**src/rtl/nibble_result_tx.sv**
```systemverilog
module nibble_result_tx #(
  parameter int RES_W       = 10,
  parameter int NIB_W       = 4,
  parameter int SYNC_STAGES = 2
) (
  input  logic             clk,
  input  logic             rst_n,
  input  logic [RES_W-1:0] res_data,
  input  logic             res_carry,
  input  logic             res_valid,
  output logic             res_ready,
  input  logic             sclk_pin,
  input  logic             rden_pin,
  output logic [NIB_W-1:0] nib_out,
  output logic             avail_out
);
  localparam int PAY_W   = RES_W + 1;
  localparam int NIB_CNT = (PAY_W + NIB_W - 1) / NIB_W;
  localparam int SH_W    = NIB_CNT * NIB_W;
  localparam int CNT_W   = (NIB_CNT > 1) ? $clog2(NIB_CNT) : 1;

  logic [SYNC_STAGES-1:0] sclk_sy, rden_sy;
  logic                   sclk_d;
  logic                   held;
  logic [SH_W-1:0]        sh;
  logic [CNT_W-1:0]       cnt;

  wire sclk_s = sclk_sy[SYNC_STAGES-1];
  wire rden_s = rden_sy[SYNC_STAGES-1];
  wire adv    = held && rden_s && sclk_s && !sclk_d;
  wire last   = (cnt == CNT_W'(NIB_CNT - 1));
  wire take   = res_valid && !held;

  always_ff @(posedge clk or negedge rst_n) begin
    if (!rst_n) begin
      sclk_sy <= '0;
      rden_sy <= '0;
      sclk_d  <= 1'b0;
    end else begin
      sclk_sy[0] <= sclk_pin;
      rden_sy[0] <= rden_pin;
      for (int i = 1; i < SYNC_STAGES; i++) begin
        sclk_sy[i] <= sclk_sy[i-1];
        rden_sy[i] <= rden_sy[i-1];
      end
      sclk_d <= sclk_s;
    end
  end

  always_ff @(posedge clk or negedge rst_n) begin
    if (!rst_n) begin
      held <= 1'b0;
      sh   <= '0;
      cnt  <= '0;
    end else if (take) begin
      held <= 1'b1;
      sh   <= SH_W'({res_carry, res_data});
      cnt  <= '0;
    end else if (adv) begin
      sh  <= sh >> NIB_W;
      cnt <= cnt + 1'b1;
      if (last) held <= 1'b0;
    end
  end

  assign res_ready = !held;
  assign avail_out = held;
  assign nib_out   = held ? sh[NIB_W-1:0] : '0;
endmodule

```
**config.mk**
```make
export PLATFORM = sky130hd
export DESIGN_NAME = nibble_result_tx
export DESIGN_NICKNAME = d
export VERILOG_FILES = /design/src/rtl/nibble_result_tx.sv
export SDC_FILE = /design/constraint.sdc
export NUM_CORES = 1
export LEC_CHECK = 0
export BUFFER_PORTS_ARGS = -buffer_cell sky130_fd_sc_hd__buf_2
export CAP_MARGIN = 20
export CORE_MARGIN = 8
export CORE_UTILIZATION = 40
export CTS_CLUSTER_DIAMETER = 100
export DETAILED_ROUTE_END_ITERATION = 16
export HOLD_SLACK_MARGIN = 0.02
export PLACE_DENSITY_LB_ADDON = 0.3
export SLEW_MARGIN = 20
export SYNTH_ARGS = -nofsm -noshare
export SYNTH_HDL_FRONTEND = slang
export SYNTH_SLANG_ARGS = --single-unit
```
**constraint.sdc**
```tcl
create_clock -name clk -period 1.5 [get_ports clk]
set_input_delay 0 -clock clk [delete_from_list [all_inputs] [get_ports clk]]
set_output_delay 0 -clock clk [all_outputs]
set_load 0.01 [all_outputs]
```
Yosys cells after proc, flatten, opt, wreduce, memory -nomap -nowiden
Cells that the tools add are included.
{"block": "op_classes", "add_sub_neg": 1, "n_eq_ne": 1, "muxes": 8, "n_reduce_logical": 9}
{"op": "2-to-1 mux 12 bit", "n": 2}
{"op": "logical AND 1 bit", "n": 4}
{"op": "2-to-1 mux 2 bit", "n": 2}
{"op": "2-to-1 mux 4 bit", "n": 1}
{"op": "nonzero test 2 bit", "n": 2}
{"op": "2-to-1 mux 1 bit", "n": 3}
{"op": "adder 2 x 1 -> 2 bit (second input constant)", "n": 1}
{"op": "equality test 2 bit (second input constant)", "n": 1}
{"op": "zero test 1 bit", "n": 2}
{"op": "AND reduction 2 bit", "n": 1}
{"block": "word_totals", "register_bits": 20, "in_bits": 16, "out_inout_bits": 6, "wordCells": 25}

Logic depth before layout (Yosys ltp)
Gate-level depths: netlist of run 1.
{"block": "depth", "ltp_word": 5, "mapped_depth": 5, "ltp_nobuf": 5}

Least setup slack after synthesis of run 1
OpenSTA, ideal clock, no wires.
{"block": "synth_path", "kind": "register to register", "from": "register held (netlist: avail_out)", "to": "register sh[4]", "setup_time_ns": 0.123, "arrival_ns": 1.075, "required_ns": 1.377, "path_slack_ns": 0.302, "stages_incl_launch_ff": 6, "n_path_buf": 2, "period_less_slack_ns": 1.198, "path_cell_list": "dfrtp_1 -> buf_4 -> nand4b_4 -> buf_6 -> mux2i_1 -> o21ai_1"}
{"block": "synth_between", "elab_chain_len": 4, "elab_cells_between_ends": 7, "cone_classes": "mux (1); reduce/logical (6)"}
{"item": "start, declared", "line_no": "24", "rtl": "logic held;"}
{"item": "start signal, assigned", "line_no": "52", "rtl": "held <= 1'b0;"}
{"item": "start signal, assigned", "line_no": "56", "rtl": "held <= 1'b1;"}
{"item": "start signal, assigned", "line_no": "62", "rtl": "if (last) held <= 1'b0;"}
{"item": "logical AND 1 bit (3 in series)", "line_no": "30", "rtl": "wire adv = held && rden_s && sclk_s && !sclk_d;"}
{"item": "nonzero test 2 bit (no line)"}
{"item": "end signal, assigned", "line_no": "57", "rtl": "sh <= SH_W'({res_carry, res_data});"}
{"item": "end signal, assigned", "line_no": "60", "rtl": "sh <= sh >> NIB_W;"}
{"item": "end, declared", "line_no": "25", "rtl": "logic [SH_W-1:0] sh;"}
Several ways; a longest one is shown, not always the timed one.
A chain may end at the register's enable or synchronous reset.

Worst setup path in the final report of run 1
{"block": "layout_path", "from": "register sclk_d", "to": "register cnt[1]"}
{"block": "layout_between", "elab_chain_len": 3}
{"item": "start, declared", "line_no": "23", "rtl": "logic sclk_d;"}
{"item": "start signal, assigned", "line_no": "46", "rtl": "sclk_d <= sclk_s;"}
{"item": "zero test 1 bit", "line_no": "30"}
{"item": "logical AND 1 bit", "line_no": "30"}
{"item": "nonzero test 2 bit (no line)"}
{"item": "end signal, assigned", "line_no": "61", "rtl": "cnt <= cnt + 1'b1;"}
{"item": "end, declared", "line_no": "26", "rtl": "logic [CNT_W-1:0] cnt;"}
Every way passes these cells.

==> flow_metrics.py, run 1 <==
metrics = {
    "outcome": {
        "outcome": "complete, no violations",
    },
    "place": {
        "io_buffers": 21,
        "dp_slack_ps": 333.0,
        "hpwl_um": 1070,
        "dp_cells": 121,
        "gp_congestion": 0.7074,
    },
    "global_route": {
        "antenna_found_initial": 0,
        "grt_max_degree": 20,
        "grt_pass1_wl_um": 2697,
        "grt_remaining_overflow": 0,
        "grt_pass1_vias": 643,
        "grt_usage_pct": 10.05,
    },
    "drt": {
        "dr.first_iter.drc_count": 11,
        "totalWireLength_um": 1604,
        "num_vias": 624,
        "wire_per_inst_um": 11.54,
        "via_per_inst": 4.489,
        "final_antenna_net_count": 0,
        "drc_errors": 0,
        "firstDrtPassIters": 2,
    },
    "timing": {
        "timing.fmax_mhz": 839.9,
        "slew_headroom_pct": 72.55,
        "tightest_slew_ps": 411.7,
        "fin_ws_ps": 309.4,
        "drv_slew": 0,
        "finalClockSkew_ps": 0.8913,
        "tns_ps": 0,
        "finalCriticalPeriod_ps": 1191,
        "post-route-period-util_pct": 79.38,
        "rsz0062_at_grt": "false",
        "setup_viol": 0,
        "hold_violations": 0,
        "whs_ps": 49.39,
    },
    "synthesis": {
        "ys_warn_count": 0,
        "syn_nets": 91,
        "synthDistinctLibCells": 19,
        "avgSynthCellArea_um2": 10.91,
        "yosys_register_bits": 19,
        "synth.area.top_cells": "dfrtp_1, mux2i_1, nand2_1",
        "syn_inst": 74,
        "synth_area_um2": 807.0,
        "synth_area_leader_cell": "dfrtp_1",
        "yosys.area.top_type_share_pct": 58.91,
        "seq_area_frac_synth_pct": 58.91,
    },
    "cts": {
        "path_clk_slew_ps": 100,
        "post_cts_resized": 0,
        "cts_made_buffers": 3,
        "clock-sinks": 19,
        "cts_tree": "yes",
        "clkLatencyLatePin_ps": 290,
        "postCtsSetupRepairBufs": 0,
        "htree_num_levels": 1,
        "cts_max_path_buffers": 2,
        "clockRootBuffer": "clkbuf_4",
        "postCtsHoldBufs": 14,
    },
    "pwr": {
        "swShare_pct": 31.95,
        "p_int_mw": 1.039,
        "combPwrFrac_pct": 32.5,
        "p_per_area_nw_per_um2": 1380,
        "seqPwrFrac_pct": 50.8,
        "p_leak_nw": 0.5808,
        "netSwitchingPower_uw": 487.6,
        "clkPwrFrac_pct": 16.7,
        "peakVddDrop_mv": 0.7695,
    },
    "worst_setup_path": {
        "cp-end-kind": "flop",
        "critPathMaxFanout": 15,
        "critPathRequiredTime_ps": 1730,
        "cp-start-kind": "flop",
        "crit_type": "flop to flop",
        "arrival_ps": 1420,
    },
    "worst_hold_path": {
        "hp-class": "primary input to flop",
    },
    "cells_and_area": {
        "fin_cells": 139,
        "final_common_cell": "buf_2",
        "antenna_cells": 0,
        "layout-drive-gt1-share_pct": 25.00,
        "mostFrequentLayoutCells": "buf_2, dfrtp_1, nand2_1",
        "fin_util_pct": 56.96,
        "area_delta_synth_final_pct": 37.05,
        "fin_nets": 130,
    },
    "die": {
        "chipWidth_um": 60.92,
        "design.core.area_um2": 1942,
        "die_h_um": 60.92,
        "rows": 16,
        "initial_utilization_pct": 41.56,
        "die_area_um2": 3711,
        "io_pins": 22,
    },
    "run": {
        "maxCapViolations": 0,
    },
}
## cells in the mapped netlist (all sizes together)
master,count
a21oi,1
and2,4
buf,4
dfrtp,19
ha,1
inv,3
mux2i,7
nand2,17
nand2b,1
nand3,4
nand4b,1
nor2,1
nor2b,1
o21ai,8
or2,1
xnor2,1
## final timing paths
kind                                       from                    end  slack [ps]  depth (start not counted)
max                            sclk_d$_DFF_PN0_     cnt[1]$_DFFE_PN0P_         310                          3
min                                   res_valid  avail_out$_DFFE_PN0P_          50                          3
max reg2reg                    sclk_d$_DFF_PN0_     cnt[1]$_DFFE_PN0P_         310                          3
min reg2reg                rden_sy[0]$_DFF_PN0_   rden_sy[1]$_DFF_PN0_         360                          0
max in group asynchronous                 rst_n      sh[4]$_DFFE_PN0P_        1060                          2
min in group asynchronous                 rst_n     cnt[0]$_DFFE_PN0P_         160                          2
## flip-flops by register name, indices dropped and copies added, names as in the netlist
signal / count
sclk_d: 1
avail_out: 1
sclk_sy: 2
sh: 11
rden_sy: 2
cnt: 2
## layout make-up
cell class | instances | area (µm²)
Fill cell | 191 | 835.8
Inverter | 3 | 11.26
Timing Repair Buffer | 38 | 267.8
Sequential cell | 19 | 475.5
Tap cell | 27 | 33.78
Multi-Input combinational cell | 48 | 291.5
Clock buffer | 4 | 26.28
## metrics by stage
step,total power [mW],area (µm²)
floorplan,1.091,807.0
global placement,1.241,939.7
detailed placement,1.264,939.7
CTS,1.549,1106
global route,1.660,1106
finish,1.526,1106
## power groups by stage
stage	Clock [mW]	Sequential, mW	Combinational (mW)
after detailed placement	0	0.786	0.478
after global routing	0.290	0.797	0.573
after floorplan	0	0.756	0.335
final	0.254	0.775	0.496
after global placement	0	0.776	0.465
after CTS	0.267	0.774	0.508
## critical path, cell delays in order (launching register included)
cell	delay (ps)
dfrtp_1	380
nand4b_4	340
or2_0	290
a21oi_1	120
## per-layer routing
| metal | up-vias | wire length (µm) | global-route usage (%) | share of wire (%) |
|---|---|---|---|---|
| met5 | - | 0 | 0 | 0 |
| met3 | 4 | 88 | 2.754 | 5.5 |
| met4 | 0 | 34 | 6.977 | 2.1 |
| met2 | 13 | 782 | 16.59 | 49 |
| li1 | 317 | - | - | - |
| met1 | 290 | 699 | 10.88 | 44 |
## cell families (layout without fill, tap and decap cells)
logic type / count (synthesis) / in the layout / share of synthesized area, %
buf+inv: 7 / 45 / 4.961
xor+xnor: 1 / 1 / 1.085
simple gates: 30 / 30 / 19.22
flops: 19 / 19 / 58.92
compound gates: 9 / 9 / 5.580
fa+ha+maj: 1 / 1 / 1.550
mux: 7 / 7 / 8.683
(Power assumes the default switching activity.)
==> inputs of run 2 (changes only) <==
ABC_AREA = 1   (was default)
clock period = 1.23 ns   (was 1.5 ns; I/O delays follow)
==> flow_metrics.py, run 2 <==
metrics = {
    "synthesis": {
        "ys_warn_count": 0,
        "synth.area.top_cells": "dfrtp_1, nand2_1, nand3_1",
        "syn_nets": 126,
        "synthDistinctLibCells": 12,
        "syn_inst": 109,
        "synth_edf_count": 0,
        "synth_area_leader_cell": "dfrtp_1",
        "avgSynthCellArea_um2": 8.070,
        "synth_most_common_cell": "nand2_1",
        "synth-main-ff-cell": "dfrtp_1",
        "yosys.area.top_type_share_pct": 54.05,
        "ys_async_sr_fraction_pct": 100.0,
        "seq_area_frac_synth_pct": 54.05,
        "synth_area_um2": 879.6,
        "yosys_register_bits": 19,
        "synth_common_cells": "nand2_1, nand3_1, dfrtp_1",
    },
    "die": {
        "design.core.area_um2": 2148,
        "die_area_um2": 3956,
        "rows": 17,
        "io_pins": 22,
        "initial_utilization_pct": 40.94,
        "chipWidth_um": 62.90,
        "die_h_um": 62.90,
    },
    "place": {
        "hpwl_um": 1233,
        "dp_slack_ps": 114.1,
        "placed_cell_area_um2": 1003,
        "io_buffers": 21,
        "gp_congestion": 0.7836,
    },
    "cts": {
        "cts_tree": "yes",
        "clock-sinks": 19,
        "cts_made_buffers": 3,
        "htree_num_levels": 1,
        "path_clk_slew_ps": 100,
        "cts_max_path_buffers": 2,
        "clkLatencyLatePin_ps": 290,
        "clockRootBuffer": "clkbuf_4",
    },
    "timing": {
        "timing.fmax_mhz": 915.5,
        "tightest_slew_ps": 417.8,
        "drv_slew": 0,
        "fin_ws_ps": 137.7,
        "rsz0062_at_grt": "false",
        "finalCriticalPeriod_ps": 1092,
        "hold_violations": 0,
        "finalClockSkew_ps": 4.257,
        "tns_ps": 0,
        "slew_headroom_pct": 72.15,
        "setup_viol": 0,
        "post-route-period-util_pct": 88.81,
    },
    "drt": {
        "firstDrtPassIters": 4,
        "num_vias": 748,
        "final_antenna_net_count": 0,
        "wire_per_inst_um": 10.27,
        "via_per_inst": 4.452,
        "totalWireLength_um": 1725,
        "dr.first_iter.drc_count": 23,
        "drc_errors": 0,
    },
    "cells_and_area": {
        "fin_nets": 158,
        "area_delta_synth_final_pct": 25.32,
        "antenna_cells": 0,
        "final_common_cell": "nand2_1",
        "largest_reg_flops": 11,
        "stdcell_area_um2": 1102,
        "final.fill_count": 208,
        "mostFrequentLayoutCells": "nand2_1, nand3_1, buf_2",
        "layout-drive-gt1-share_pct": 21.43,
        "largest-register": "sh",
    },
    "global_route": {
        "antenna_found_initial": 0,
        "grt_max_degree": 25,
        "grt_pass1_vias": 697,
        "grt_remaining_overflow": 0,
        "grt_pass1_wl_um": 2980,
        "grt_usage_pct": 9.067,
    },
    "outcome": {
        "outcome": "complete, no violations",
    },
    "worst_setup_path": {
        "cpMaxStageDelayCell": "dfrtp_1",
        "critPathRequiredTime_ps": 1230,
        "crit_type": "flop to primary output",
        "cp_top_family": "flip-flops",
        "worst-path-buf-inv": 3,
        "cp_slowest_stage_delay_ps": 430,
        "cp-end-kind": "primary output",
        "cp-start-kind": "flop",
        "arrival_ps": 1090,
        "crit_chain": "inv_2 -> buf_4 -> buf_2",
        "critPathMaxFanout": 8,
    },
    "pwr": {
        "power_mw": 2.085,
        "p_per_area_nw_per_um2": 1892,
        "p_leak_nw": 0.6762,
        "peakVddDrop_mv": 0.9215,
    },
    "run": {
        "maxCapViolations": 0,
    },
    "worst_hold_path": {
        "hp-class": "primary input to flop",
    },
}
-- run 2: where the power goes --
part	internal [mW]	leakage (nW)	switching (mW)
Sequential	0.850	0.239	0.124
Combinational	0.346	0.422	0.462
Clock	0.126	0.0150	0.177
-- run 2: logic make-up (layout without fill, tap and decap cells) --
kind of cell               after synthesis  count (layout)  synth area share, %
adders and majority gates                1               1                1.422
buffers and inverters                   15              46                9.103
DFF                                     19              19                54.05
and+or+nand+nor                         74              74                35.42
-- run 2: path summary, 6_finish.rpt --
| path | to | startpoint | depth (start not counted) | slack [ps] |
|---|---|---|---|---|
| worst max-delay path | res_ready | avail_out$_DFFE_PN0P_ | 3 | 140 |
| worst min-delay path | sh[5]$_DFFE_PN0P_ | res_data[5] | 5 | 20 |
| worst max register to register | sh[4]$_DFFE_PN0P_ | avail_out$_DFFE_PN0P_ | 6 | 160 |
| worst min register to register | rden_sy[1]$_DFF_PN0_ | rden_sy[0]$_DFF_PN0_ | 0 | 360 |
| max in group asynchronous | cnt[0]$_DFFE_PN0P_ | rst_n | 2 | 770 |
| min in group asynchronous | sh[7]$_DFFE_PN0P_ | rst_n | 2 | 160 |
-- run 2: metrics by stage --
step / utilization, % / hold slack [ps] / instances
finish: 51.31 / 24.22 / 168
global placement: 46.71 / -44.47 / 157
detailed placement: 46.71 / -43.44 / 157
CTS: 51.19 / 22.28 / 168
global route: 51.31 / 28.50 / 168
floorplan: - / -295.6 / 109
-- run 2: timing repair --
| item | CTS | global route |
|---|---|---|
| buffers inserted | 0 | 0 |
| setup endpoints to repair | 0 | 4 |
| hold endpoints to repair | 25 | 0 |
| hold buffers | 7 | 0 |
| gates resized for setup | 0 | 1 |
-- run 2: worst min-delay path: stages --
cell,delay (ps)
buf_2,80
nand3_1,60
nand2_1,60
nand2_1,40
nand2_1,40
-- run 2: area by class of cell --
| class | instances | area [µm²] | area share [%] |
|---|---|---|---|
| timing repair buffer | 31 | 197.7 | 17.93 |
| tap | 28 | 35.03 | 3.178 |
| clock buffer | 4 | 26.28 | 2.384 |
| sequential | 19 | 475.5 | 43.13 |
| multi-input combinational | 75 | 326.6 | 29.63 |
| inverter | 11 | 41.29 | 3.746 |
-- run 2: per-layer routing --
metal / up-vias / global-route usage [%] / part of all wire [%]
met5: - / 0 / 0
li1: 400 / - / -
met4: 0 / 5.983 / 2.1
met1: 328 / 10.41 / 48
met3: 4 / 2.867 / 6.1
met2: 16 / 14.08 / 44
==> inputs of run 3 (changes only) <==
==> constraint.sdc (replaced) <==
create_clock -name clk -period 1.23 [get_ports clk]
set_input_delay 0.123 -clock clk [delete_from_list [all_inputs] [get_ports clk]]
set_output_delay 0.123 -clock clk [all_outputs]
set_load 0.01 [all_outputs]
==> flow_metrics.py, run 3 (synthesized netlist as in run 2, its figures left out) <==
metrics = {
    "outcome": {
        "outcome": "complete, no violations",
    },
    "place": {
        "hpwl_um": 1233,
        "io_buffers": 21,
        "gp_congestion": 0.7836,
    },
    "die": {
        "io_pins": 22,
        "die_h_um": 62.90,
        "die_area_um2": 3956,
        "chipWidth_um": 62.90,
        "initial_utilization_pct": 40.94,
        "design.core.area_um2": 2148,
        "rows": 17,
    },
    "global_route": {
        "grt_usage_pct": 8.957,
        "grt_max_degree": 25,
        "grt_pass1_vias": 693,
        "grt_pass1_wl_um": 2953,
        "antenna_found_initial": 0,
        "grt_remaining_overflow": 0,
    },
    "cts": {
        "cts_max_path_buffers": 2,
        "clockRootBuffer": "clkbuf_4",
        "htree_num_levels": 1,
        "path_clk_slew_ps": 100,
        "clock-sinks": 19,
        "clkLatencyLatePin_ps": 290,
        "cts_made_buffers": 3,
        "cts_tree": "yes",
    },
    "cells_and_area": {
        "final_common_cell": "nand2_1",
        "layout-drive-gt1-share_pct": 24.46,
        "mostFrequentLayoutCells": "nand2_1, nand3_1, dfrtp_1",
        "antenna_cells": 0,
        "area_delta_synth_final_pct": 26.88,
        "fin_util_pct": 51.95,
        "largest_reg_flops": 11,
        "fin_nets": 157,
        "largest-register": "sh",
    },
    "worst_setup_path": {
        "crit_chain": "buf_6 -> nand2_1 -> inv_1 -> buf_2",
        "crit_type": "flop to primary output",
        "worst-path-buf-inv": 3,
        "critPathMaxFanout": 5,
        "cpMaxStageDelayCell": "dfrtp_1",
        "cp_top_family": "flip-flops",
        "cp_slowest_stage_delay_ps": 430,
        "cp-start-kind": "flop",
        "cp-end-kind": "primary output",
        "critPathRequiredTime_ps": 1110,
        "arrival_ps": 1070,
    },
    "timing": {
        "post-route-period-util_pct": 97.15,
        "hold_violations": 0,
        "drv_slew": 0,
        "slew_headroom_pct": 72.16,
        "timing.fmax_mhz": 836.9,
        "finalCriticalPeriod_ps": 1195,
        "tightest_slew_ps": 417.6,
        "rsz0062_at_grt": "true",
        "setup_viol": 0,
        "whs_ps": 25.60,
        "finalClockSkew_ps": 3.189,
    },
    "run": {
        "maxCapViolations": 0,
    },
    "drt": {
        "dr.first_iter.drc_count": 17,
        "drc_errors": 0,
        "final_antenna_net_count": 0,
        "wire_per_inst_um": 10.30,
        "via_per_inst": 4.545,
        "firstDrtPassIters": 4,
        "totalWireLength_um": 1720,
        "num_vias": 759,
    },
    "pwr": {
        "p_leak_nw": 0.6779,
        "peakVddDrop_mv": 0.9222,
        "p_per_area_nw_per_um2": 1970,
        "power_mw": 2.199,
    },
    "worst_hold_path": {
        "hp-class": "primary input to flop",
    },
}
run 3: repair_timing:
item	in CTS	in global routing
pin swaps	0	0
resized for setup	2	6
setup buffers	0	2
hold buffers	4	0
endpoints found under the setup margin	2	12
endpoints found under the hold margin	22	0
cloned	0	0
run 3: power breakdown:
| part | switching (mW) | total (mW) | internal (mW) |
|---|---|---|---|
| clock | 0.176 | 0.302 | 0.126 |
| combinational | 0.481 | 0.917 | 0.436 |
| sequential | 0.130 | 0.980 | 0.850 |
| total | 0.787 | 2.20 | 1.41 |
run 3: metal layers:
layer  vias to the layer above  part of all wire, %  GRT usage, %  wire (µm)
li1                        396                    -             -          -
met1                       336                   45         10.41        771
met2                        23                   45         13.83        774
met3                         4                  8.0         2.688        138
met4                         0                  2.1         5.983         36
met5                         -                    0             0          0
run 3: worst paths after layout:
check	start	endpoint	slack (ps)	depth (start not counted)
hold reg to reg	rden_sy[0]$_DFF_PN0_	rden_sy[1]$_DFF_PN0_	360	0
setup / recovery	avail_out$_DFFE_PN0P_	nib_out[0]	40	4
setup reg to reg	avail_out$_DFFE_PN0P_	sh[4]$_DFFE_PN0P_	140	6
max in group asynchronous	rst_n	cnt[0]$_DFFE_PN0P_	650	2
min in group asynchronous	rst_n	sh[7]$_DFFE_PN0P_	290	2
hold / removal	res_data[8]	sh[8]$_DFFE_PN0P_	30	3
run 3: metrics by stage:
stage          instances  setup TNS, ps  worst slack (ps)  cell area, µm²
2_1_floorplan        109              0             71.18           879.6
3_3_place_gp         157              0             155.9            1003
3_5_place_dp         157              0             114.1            1003
4_1_cts              165              0             10.72            1077
5_1_grt              167         -79.71            -25.49            1116
6_report             167              0             35.04            1116
run 3: worst min-delay path: cells and delay by family:
family	cells	cell delay [ps]
AND/OR/NAND/NOR	2	90
buffers and inverters	1	70
run 3: cell type report:
class / instances / area (µm²)
inverters: 11 / 41.29
fillers: 206 / 1032
repair buffers: 30 / 209.0
clock buffers: 4 / 26.28
multi-input cells: 75 / 329.1
well taps: 28 / 35.03
flip-flops and latches: 19 / 475.5
